<file path="src/rtl/xbar_pkg.sv">
package xbar_pkg;
  localparam logic [1:0] RESP_OKAY   = 2'b00;
  localparam logic [1:0] RESP_DECERR = 2'b11;

  typedef enum logic [1:0] {RD_IDLE, RD_ADDR, RD_DATA} rd_state_e;
  typedef enum logic [1:0] {WR_IDLE, WR_ADDR, WR_DATA, WR_RESP} wr_state_e;
endpackage

</file>
<file path="src/rtl/xbar_decode.sv">
module xbar_decode #(
  parameter int AW       = 32,
  parameter int REGION_W = 16,
  parameter int NS       = 2,
  localparam int TW      = $clog2(NS + 1)
) (
  input  logic [AW-1:0] addr_i,
  output logic [TW-1:0] tgt_o,
  output logic [AW-1:0] local_o
);
  localparam int RW = AW - REGION_W;

  logic [RW-1:0] region;
  assign region  = addr_i[AW-1:REGION_W];
  // out-of-map requests get target index NS (decode error)
  assign tgt_o   = (region < RW'(NS)) ? TW'(region) : TW'(NS);
  assign local_o = {{RW{1'b0}}, addr_i[REGION_W-1:0]};
endmodule

</file>
<file path="src/rtl/xbar_rd_path.sv">
module xbar_rd_path import xbar_pkg::*; #(
  parameter int NM       = 2,
  parameter int NS       = 2,
  parameter int AW       = 32,
  parameter int DW       = 32,
  parameter int LW       = 8,
  parameter int REGION_W = 16
) (
  input  logic                   clk_i,
  input  logic                   rst_ni,
  input  logic [NM-1:0]          m_arvalid_i,
  output logic [NM-1:0]          m_arready_o,
  input  logic [NM-1:0][AW-1:0]  m_araddr_i,
  input  logic [NM-1:0][LW-1:0]  m_arlen_i,
  output logic [NM-1:0]          m_rvalid_o,
  input  logic [NM-1:0]          m_rready_i,
  output logic [NM-1:0][DW-1:0]  m_rdata_o,
  output logic [NM-1:0][1:0]     m_rresp_o,
  output logic [NM-1:0]          m_rlast_o,
  output logic [NS-1:0]          s_arvalid_o,
  input  logic [NS-1:0]          s_arready_i,
  output logic [NS-1:0][AW-1:0]  s_araddr_o,
  output logic [NS-1:0][LW-1:0]  s_arlen_o,
  input  logic [NS-1:0]          s_rvalid_i,
  output logic [NS-1:0]          s_rready_o,
  input  logic [NS-1:0][DW-1:0]  s_rdata_i,
  input  logic [NS-1:0][1:0]     s_rresp_i,
  input  logic [NS-1:0]          s_rlast_i
);
  localparam int MW = (NM > 1) ? $clog2(NM) : 1;
  localparam int TW = $clog2(NS + 1);
  localparam int SW = (NS > 1) ? $clog2(NS) : 1;

  rd_state_e      state_q;
  logic [MW-1:0]  owner_q, winner, sel;
  logic [TW-1:0]  tgt_q, dec_tgt;
  logic [SW-1:0]  tgt_idx;
  logic [AW-1:0]  dec_local;
  logic [LW-1:0]  len_q, cnt_q;
  logic           is_err, ar_hs, r_hs, r_last;

  // lowest index wins
  always_comb begin
    winner = '0;
    for (int i = NM - 1; i >= 0; i--) if (m_arvalid_i[i]) winner = MW'(i);
  end

  assign sel     = (state_q == RD_IDLE) ? winner : owner_q;
  assign tgt_idx = tgt_q[SW-1:0];
  assign is_err  = (tgt_q == TW'(NS));

  xbar_decode #(.AW(AW), .REGION_W(REGION_W), .NS(NS)) u_dec (
    .addr_i (m_araddr_i[sel]),
    .tgt_o  (dec_tgt),
    .local_o(dec_local)
  );

  always_comb begin
    m_arready_o = '0;
    s_arvalid_o = '0;
    m_rvalid_o  = '0;
    m_rdata_o   = '0;
    m_rresp_o   = '0;
    m_rlast_o   = '0;
    s_rready_o  = '0;
    ar_hs = 1'b0;
    r_hs  = 1'b0;
    r_last = 1'b0;
    for (int s = 0; s < NS; s++) begin
      s_araddr_o[s] = dec_local;
      s_arlen_o[s]  = m_arlen_i[owner_q];
    end
    case (state_q)
      RD_ADDR: begin
        if (is_err) begin
          m_arready_o[owner_q] = 1'b1;
          ar_hs = m_arvalid_i[owner_q];
        end else begin
          s_arvalid_o[tgt_idx] = m_arvalid_i[owner_q];
          m_arready_o[owner_q] = s_arready_i[tgt_idx];
          ar_hs = m_arvalid_i[owner_q] && s_arready_i[tgt_idx];
        end
      end
      RD_DATA: begin
        if (is_err) begin
          m_rvalid_o[owner_q] = 1'b1;
          m_rresp_o[owner_q]  = RESP_DECERR;
          m_rlast_o[owner_q]  = (cnt_q == len_q);
          r_hs   = m_rready_i[owner_q];
          r_last = (cnt_q == len_q);
        end else begin
          m_rvalid_o[owner_q] = s_rvalid_i[tgt_idx];
          m_rdata_o[owner_q]  = s_rdata_i[tgt_idx];
          m_rresp_o[owner_q]  = s_rresp_i[tgt_idx];
          m_rlast_o[owner_q]  = s_rlast_i[tgt_idx];
          s_rready_o[tgt_idx] = m_rready_i[owner_q];
          r_hs   = s_rvalid_i[tgt_idx] && m_rready_i[owner_q];
          r_last = s_rlast_i[tgt_idx];
        end
      end
      default: ;
    endcase
  end

  always_ff @(posedge clk_i or negedge rst_ni) begin
    if (!rst_ni) begin
      state_q <= RD_IDLE;
      owner_q <= '0;
      tgt_q   <= '0;
      len_q   <= '0;
      cnt_q   <= '0;
    end else begin
      case (state_q)
        RD_IDLE: if (|m_arvalid_i) begin
          owner_q <= winner;
          tgt_q   <= dec_tgt;
          state_q <= RD_ADDR;
        end
        RD_ADDR: if (ar_hs) begin
          len_q   <= m_arlen_i[owner_q];
          cnt_q   <= '0;
          state_q <= RD_DATA;
        end
        RD_DATA: if (r_hs) begin
          cnt_q <= cnt_q + 1'b1;
          if (r_last) state_q <= RD_IDLE;
        end
        default: state_q <= RD_IDLE;
      endcase
    end
  end

  AST_R_ONE_OWNER: assert property (@(posedge clk_i) disable iff (!rst_ni)
    $onehot0(m_rvalid_o));
  AST_AR_ONE_SLAVE: assert property (@(posedge clk_i) disable iff (!rst_ni)
    $onehot0(s_arvalid_o));
  AST_R_HOLD: assert property (@(posedge clk_i) disable iff (!rst_ni)
    ((m_rvalid_o & ~m_rready_i) != '0) |=>
      (m_rvalid_o == $past(m_rvalid_o) && m_rdata_o == $past(m_rdata_o)
       && m_rlast_o == $past(m_rlast_o)));
  AST_DECERR_QUIET: assert property (@(posedge clk_i) disable iff (!rst_ni)
    (state_q != RD_IDLE && is_err) |-> (s_arvalid_o == '0 && s_rready_o == '0));

  for (genvar s = 0; s < NS; s++) begin : g_ar_chk
    AST_AR_LOCAL: assert property (@(posedge clk_i) disable iff (!rst_ni)
      s_arvalid_o[s] |-> (s_araddr_o[s][AW-1:REGION_W] == '0));
  end
endmodule

</file>
<file path="src/rtl/xbar_wr_path.sv">
module xbar_wr_path import xbar_pkg::*; #(
  parameter int NM       = 2,
  parameter int NS       = 2,
  parameter int AW       = 32,
  parameter int DW       = 32,
  parameter int LW       = 8,
  parameter int REGION_W = 16
) (
  input  logic                   clk_i,
  input  logic                   rst_ni,
  input  logic [NM-1:0]          m_awvalid_i,
  output logic [NM-1:0]          m_awready_o,
  input  logic [NM-1:0][AW-1:0]  m_awaddr_i,
  input  logic [NM-1:0][LW-1:0]  m_awlen_i,
  input  logic [NM-1:0]          m_wvalid_i,
  output logic [NM-1:0]          m_wready_o,
  input  logic [NM-1:0][DW-1:0]  m_wdata_i,
  input  logic [NM-1:0]          m_wlast_i,
  output logic [NM-1:0]          m_bvalid_o,
  input  logic [NM-1:0]          m_bready_i,
  output logic [NM-1:0][1:0]     m_bresp_o,
  output logic [NS-1:0]          s_awvalid_o,
  input  logic [NS-1:0]          s_awready_i,
  output logic [NS-1:0][AW-1:0]  s_awaddr_o,
  output logic [NS-1:0][LW-1:0]  s_awlen_o,
  output logic [NS-1:0]          s_wvalid_o,
  input  logic [NS-1:0]          s_wready_i,
  output logic [NS-1:0][DW-1:0]  s_wdata_o,
  output logic [NS-1:0]          s_wlast_o,
  input  logic [NS-1:0]          s_bvalid_i,
  output logic [NS-1:0]          s_bready_o,
  input  logic [NS-1:0][1:0]     s_bresp_i
);
  localparam int MW = (NM > 1) ? $clog2(NM) : 1;
  localparam int TW = $clog2(NS + 1);
  localparam int SW = (NS > 1) ? $clog2(NS) : 1;

  wr_state_e      state_q;
  logic [MW-1:0]  owner_q, winner, sel;
  logic [TW-1:0]  tgt_q, dec_tgt;
  logic [SW-1:0]  tgt_idx;
  logic [AW-1:0]  dec_local;
  logic           is_err, aw_hs, w_hs, w_last, b_hs;

  always_comb begin
    winner = '0;
    for (int i = NM - 1; i >= 0; i--) if (m_awvalid_i[i]) winner = MW'(i);
  end

  assign sel     = (state_q == WR_IDLE) ? winner : owner_q;
  assign tgt_idx = tgt_q[SW-1:0];
  assign is_err  = (tgt_q == TW'(NS));

  xbar_decode #(.AW(AW), .REGION_W(REGION_W), .NS(NS)) u_dec (
    .addr_i (m_awaddr_i[sel]),
    .tgt_o  (dec_tgt),
    .local_o(dec_local)
  );

  always_comb begin
    m_awready_o = '0;
    s_awvalid_o = '0;
    m_wready_o  = '0;
    s_wvalid_o  = '0;
    m_bvalid_o  = '0;
    m_bresp_o   = '0;
    s_bready_o  = '0;
    aw_hs  = 1'b0;
    w_hs   = 1'b0;
    w_last = m_wlast_i[owner_q];
    b_hs   = 1'b0;
    for (int s = 0; s < NS; s++) begin
      s_awaddr_o[s] = dec_local;
      s_awlen_o[s]  = m_awlen_i[owner_q];
      s_wdata_o[s]  = m_wdata_i[owner_q];
      s_wlast_o[s]  = m_wlast_i[owner_q];
    end
    case (state_q)
      WR_ADDR: begin
        if (is_err) begin
          m_awready_o[owner_q] = 1'b1;
          aw_hs = m_awvalid_i[owner_q];
        end else begin
          s_awvalid_o[tgt_idx] = m_awvalid_i[owner_q];
          m_awready_o[owner_q] = s_awready_i[tgt_idx];
          aw_hs = m_awvalid_i[owner_q] && s_awready_i[tgt_idx];
        end
      end
      // W opens only for the owner, after its AW was taken
      WR_DATA: begin
        if (is_err) begin
          m_wready_o[owner_q] = 1'b1;
          w_hs = m_wvalid_i[owner_q];
        end else begin
          s_wvalid_o[tgt_idx] = m_wvalid_i[owner_q];
          m_wready_o[owner_q] = s_wready_i[tgt_idx];
          w_hs = m_wvalid_i[owner_q] && s_wready_i[tgt_idx];
        end
      end
      WR_RESP: begin
        if (is_err) begin
          m_bvalid_o[owner_q] = 1'b1;
          m_bresp_o[owner_q]  = RESP_DECERR;
          b_hs = m_bready_i[owner_q];
        end else begin
          m_bvalid_o[owner_q] = s_bvalid_i[tgt_idx];
          m_bresp_o[owner_q]  = s_bresp_i[tgt_idx];
          s_bready_o[tgt_idx] = m_bready_i[owner_q];
          b_hs = s_bvalid_i[tgt_idx] && m_bready_i[owner_q];
        end
      end
      default: ;
    endcase
  end

  always_ff @(posedge clk_i or negedge rst_ni) begin
    if (!rst_ni) begin
      state_q <= WR_IDLE;
      owner_q <= '0;
      tgt_q   <= '0;
    end else begin
      case (state_q)
        WR_IDLE: if (|m_awvalid_i) begin
          owner_q <= winner;
          tgt_q   <= dec_tgt;
          state_q <= WR_ADDR;
        end
        WR_ADDR: if (aw_hs) state_q <= WR_DATA;
        WR_DATA: if (w_hs && w_last) state_q <= WR_RESP;
        WR_RESP: if (b_hs) state_q <= WR_IDLE;
        default: state_q <= WR_IDLE;
      endcase
    end
  end

  AST_B_ONE_OWNER: assert property (@(posedge clk_i) disable iff (!rst_ni)
    $onehot0(m_bvalid_o));
  AST_W_ONE_MASTER: assert property (@(posedge clk_i) disable iff (!rst_ni)
    $onehot0(m_wready_o));
  AST_AW_ONE_SLAVE: assert property (@(posedge clk_i) disable iff (!rst_ni)
    $onehot0(s_awvalid_o));
  AST_B_HOLD: assert property (@(posedge clk_i) disable iff (!rst_ni)
    ((m_bvalid_o & ~m_bready_i) != '0) |=>
      (m_bvalid_o == $past(m_bvalid_o) && m_bresp_o == $past(m_bresp_o)));
  AST_W_DECERR_QUIET: assert property (@(posedge clk_i) disable iff (!rst_ni)
    (state_q != WR_IDLE && is_err) |-> (s_awvalid_o == '0 && s_wvalid_o == '0));

  for (genvar s = 0; s < NS; s++) begin : g_aw_chk
    AST_AW_LOCAL: assert property (@(posedge clk_i) disable iff (!rst_ni)
      s_awvalid_o[s] |-> (s_awaddr_o[s][AW-1:REGION_W] == '0));
  end
endmodule

</file>
<file path="src/rtl/xbar_2m2s.sv">
module xbar_2m2s #(
  parameter int NM       = 2,
  parameter int NS       = 2,
  parameter int AW       = 32,
  parameter int DW       = 32,
  parameter int LW       = 8,
  parameter int REGION_W = 16
) (
  input  logic                   clk_i,
  input  logic                   rst_ni,
  input  logic [NM-1:0]          m_awvalid_i,
  output logic [NM-1:0]          m_awready_o,
  input  logic [NM-1:0][AW-1:0]  m_awaddr_i,
  input  logic [NM-1:0][LW-1:0]  m_awlen_i,
  input  logic [NM-1:0]          m_wvalid_i,
  output logic [NM-1:0]          m_wready_o,
  input  logic [NM-1:0][DW-1:0]  m_wdata_i,
  input  logic [NM-1:0]          m_wlast_i,
  output logic [NM-1:0]          m_bvalid_o,
  input  logic [NM-1:0]          m_bready_i,
  output logic [NM-1:0][1:0]     m_bresp_o,
  input  logic [NM-1:0]          m_arvalid_i,
  output logic [NM-1:0]          m_arready_o,
  input  logic [NM-1:0][AW-1:0]  m_araddr_i,
  input  logic [NM-1:0][LW-1:0]  m_arlen_i,
  output logic [NM-1:0]          m_rvalid_o,
  input  logic [NM-1:0]          m_rready_i,
  output logic [NM-1:0][DW-1:0]  m_rdata_o,
  output logic [NM-1:0][1:0]     m_rresp_o,
  output logic [NM-1:0]          m_rlast_o,
  output logic [NS-1:0]          s_awvalid_o,
  input  logic [NS-1:0]          s_awready_i,
  output logic [NS-1:0][AW-1:0]  s_awaddr_o,
  output logic [NS-1:0][LW-1:0]  s_awlen_o,
  output logic [NS-1:0]          s_wvalid_o,
  input  logic [NS-1:0]          s_wready_i,
  output logic [NS-1:0][DW-1:0]  s_wdata_o,
  output logic [NS-1:0]          s_wlast_o,
  input  logic [NS-1:0]          s_bvalid_i,
  output logic [NS-1:0]          s_bready_o,
  input  logic [NS-1:0][1:0]     s_bresp_i,
  output logic [NS-1:0]          s_arvalid_o,
  input  logic [NS-1:0]          s_arready_i,
  output logic [NS-1:0][AW-1:0]  s_araddr_o,
  output logic [NS-1:0][LW-1:0]  s_arlen_o,
  input  logic [NS-1:0]          s_rvalid_i,
  output logic [NS-1:0]          s_rready_o,
  input  logic [NS-1:0][DW-1:0]  s_rdata_i,
  input  logic [NS-1:0][1:0]     s_rresp_i,
  input  logic [NS-1:0]          s_rlast_i
);
  xbar_wr_path #(.NM(NM), .NS(NS), .AW(AW), .DW(DW), .LW(LW), .REGION_W(REGION_W)) u_wr (
    .clk_i, .rst_ni,
    .m_awvalid_i, .m_awready_o, .m_awaddr_i, .m_awlen_i,
    .m_wvalid_i, .m_wready_o, .m_wdata_i, .m_wlast_i,
    .m_bvalid_o, .m_bready_i, .m_bresp_o,
    .s_awvalid_o, .s_awready_i, .s_awaddr_o, .s_awlen_o,
    .s_wvalid_o, .s_wready_i, .s_wdata_o, .s_wlast_o,
    .s_bvalid_i, .s_bready_o, .s_bresp_i
  );

  xbar_rd_path #(.NM(NM), .NS(NS), .AW(AW), .DW(DW), .LW(LW), .REGION_W(REGION_W)) u_rd (
    .clk_i, .rst_ni,
    .m_arvalid_i, .m_arready_o, .m_araddr_i, .m_arlen_i,
    .m_rvalid_o, .m_rready_i, .m_rdata_o, .m_rresp_o, .m_rlast_o,
    .s_arvalid_o, .s_arready_i, .s_araddr_o, .s_arlen_o,
    .s_rvalid_i, .s_rready_o, .s_rdata_i, .s_rresp_i, .s_rlast_i
  );
endmodule

</file>
<file path="config.mk">
export PLATFORM = sky130hd
export DESIGN_NAME = xbar_2m2s
export DESIGN_NICKNAME = d
export VERILOG_FILES = /design/src/rtl/xbar_pkg.sv /design/src/rtl/xbar_decode.sv /design/src/rtl/xbar_rd_path.sv /design/src/rtl/xbar_wr_path.sv /design/src/rtl/xbar_2m2s.sv
export SDC_FILE = /design/constraint.sdc
export NUM_CORES = 1
export LEC_CHECK = 0
export BUFFER_PORTS_ARGS = -buffer_cell sky130_fd_sc_hd__buf_2
export CAP_MARGIN = 20
export CORE_AREA = 2 2 248 250
export DETAILED_ROUTE_END_ITERATION = 16
export DIE_AREA = 0 0 250 252
export GPL_TIMING_DRIVEN = 0
export PLACE_DENSITY = 0.34
export REMOVE_ABC_BUFFERS = 1
export SLEW_MARGIN = 20
export SYNTH_ARGS = -nofsm -noshare
export SYNTH_HDL_FRONTEND = slang
export SYNTH_SLANG_ARGS = --single-unit
</file>
<file path="constraint.sdc">
create_clock -name clk_i -period 5.9 [get_ports clk_i]
set_input_delay 0.295 -clock clk_i [delete_from_list [all_inputs] [get_ports clk_i]]
set_output_delay 0.295 -clock clk_i [all_outputs]
set_load 0.02 [all_outputs]
</file>
==> flow_summary.ini <==
[power_and_ir_drop]
powerDensity_mw_per_mm2 = 329
power_leakage_nw = 4.02
ir_worst_vdd_uv = 144
p_total_mw = 2.61

[logic_synthesis]
synth_xor_area_share_pct = 1.44
syn_inst = 595
synth_mux_area_share_pct = 31.2
synth_top_family_by_area = multiplexers
syn_area_mm2 = 0.00487
synth-seq-cells = 26
synthDominantCellAreaShare_pct = 22.8
synth_area_leader_cell = buf_4
synth_compound_area_share_pct = 7.87
synth-simple-area-share_pct = 17.7
syn_avg_cell_area_um2 = 8.18
ys_warn_count = 0
synth.most_common_cell = buf_4
ys_types = 46
ys_async_sr_fraction_pct = 100
synth_seq_area_share_pct = 13.4
synthFlopType = dfrtp_1
synthTopCellsByCount = 148 x buf_4, 98 x mux2_2, 93 x nor2_1, 36 x mux2i_1, 26 x dfrtp_1
synthAdderAreaFrac_pct = 2.57
synthTopCellsByArea = buf_4 23%, mux2_2 23%, dfrtp_1 13%, mux2i_1 7.4%, nor2_1 7.2%
synth-edff-count = 0

[sta]
min_period_over_period_pct = 55.5
clock_skew_ns = 0.00610
maxSlewHeadroom_pct = 35.3
tns_ns = 0
max_freq_ghz = 0.305
finalSetupViolations = 0
period_needed_ns = 3.27
slew_violations = 0
holdWs_ns = 0.105
setup_ws_ns = 2.63
rsz0062_at_grt = false
hold_viol = 0
worstMarginPinSlew_ns = 0.971

[cells_and_area]
fin_nets = 1404
drive_gt1_share_pct = 64.9
fin_cells = 1854
utilization_pct = 13.2
syn_to_final_growth_pct = 63.1
fin_area_mm2 = 0.00794

[grt]
gr-usage-met1_pct = 10.1
grt-busiest-layer = met2
grt_pass1_wl_mm = 35.4
antenna_found_initial = 3
grtUsageMet2_pct = 12.5
grtUsageMet3_pct = 1.25
grt_max_degree = 36
grt_pass1_vias = 5667
gr-total-overflow = 0
grt_use_total_pct = 7.41

[placed_design]
placed_area_mm2 = 0.00783
hpwlAfterDp_mm = 22.7
dpl.cell_count = 1849
place.gp.congestion = 0.847
numPortBuffers = 577
place_ws_ns = 2.90

[critical_path]
worstPathMaxFanout = 32
crit_path_end_kind = output pin
cp.arrival_ns = 2.98
path_class = flop to output pin
crit_required_ns = 5.61
start_kind = flop

[cts]
cts_sinks = 26
cts_tree = done
clk_pin_slew_ns = 0.08
cts_buffers = 3
cts_resized = 0
htree_levels = 1
cts_setup_buffers = 0
hold_buffers = 0
clockBufferDepth = 2
cts.root.buffer_cell = clkbuf_16
clk_latency_ns = 0.27

[drt]
wl_per_cell_um = 13.8
vias = 5780
dr.first_iter.drc_count = 238
via_per_inst = 3.12
drc = 0
drtAntennaViolNets = 0
drt_pass1_iterations = 4
drt_wl_total_mm = 25.6

[floorplanning]
die-area_mm2 = 0.0630
die_h_um = 252
coreArea_mm2 = 0.0601
die_w_um = 250
initial_core_util_pct = 8.09
ios = 642
rows = 90

[worst_hold_path]
hold_class = primary input to async pin

[run]
drv_cap = 0

[outcome]
outcome = completed
state kept, by name, summed over array words and instances (netlist names):
register and cells:
u_rd.cnt_q 8, u_rd.len_q 8, u_rd.owner_q 1, u_rd.state_q 2, u_rd.tgt_q 2, u_wr.owner_q 1, u_wr.state_q 2, u_wr.tgt_q 2
layout by cell type (no fill, tap or decap), types with 10 or more instances in the layout:
cell type and count:
nor3_1 10, nor2_1 93, nand2_1 20, dfrtp_1 23
ha_1 10, nand2b_1 12, nor4_1 14, buf_2 577
mux2i_1 36, inv_1 11, conb_1 64, mux2_2 98
critical path, stage by stage, from the launching register on:
cell	delay (ns)
dfrtp_1	0.40
inv_1	0.14
ha_1	0.69
nand2b_1	0.28
nand2b_2	0.60
nor2_1	0.35
buf_2	0.22
layout make-up:
class	instances	area (µm²)
fillers	7017	52200
multi-input cells	450	3220
repair buffers	579	2930
well taps	782	978
flip-flops and latches	26	654
clock buffers	3	75.1
inverters	12	45.0
clock inverters	1	30.0
diodes	1	2.50
final timing paths:
path	from	end	slack (ns)	depth (start not counted)
setup reg to reg	u_rd.state_q[0]$_DFFE_PN0P_	u_rd.cnt_q[0]$_DFFE_PN0P_	2.84	6
max in group asynchronous	rst_ni	u_rd.tgt_q[0]$_DFFE_PN0P_	5.24	1
setup / recovery	u_rd.state_q[0]$_DFFE_PN0P_	m_rdata_o[4]	2.63	6
hold / removal	rst_ni	u_wr.state_q[1]$_DFFE_PN0P_	0.11	1
min in group clk_i	m_awvalid_i[0]	u_wr.owner_q$_DFFE_PN0P_	0.26	2
hold reg to reg	u_rd.len_q[2]$_DFFE_PN0P_	u_rd.len_q[2]$_DFFE_PN0P_	0.53	1
power breakdown:
part           switching (mW)  internal [mW]  leakage [nW]
clock network          0.0746          0.135        0.0511
logic                    1.25          0.804          3.64
registers               0.109          0.236         0.320
total                    1.44           1.17          4.02
kinds of logic after synthesis:
kind of cell               count (synthesis)
muxes                                    138
other                                      1
and+or+nand+nor                          185
buffers and inverters                    182
DFF                                       26
AOI/OAI and AO/OA                         45
adders and majority gates                 10
xor gates and xnor gates                   8
metal layers:
| metal | vias up | wire (µm) |
|---|---|---|
| met2 | 262 | 12400 |
| li1 | 2813 | - |
| met3 | 8 | 1560 |
| met4 | 2 | 100 |
| met5 | - | 13 |
| met1 | 2695 | 11500 |
(Power assumes the default switching activity.)
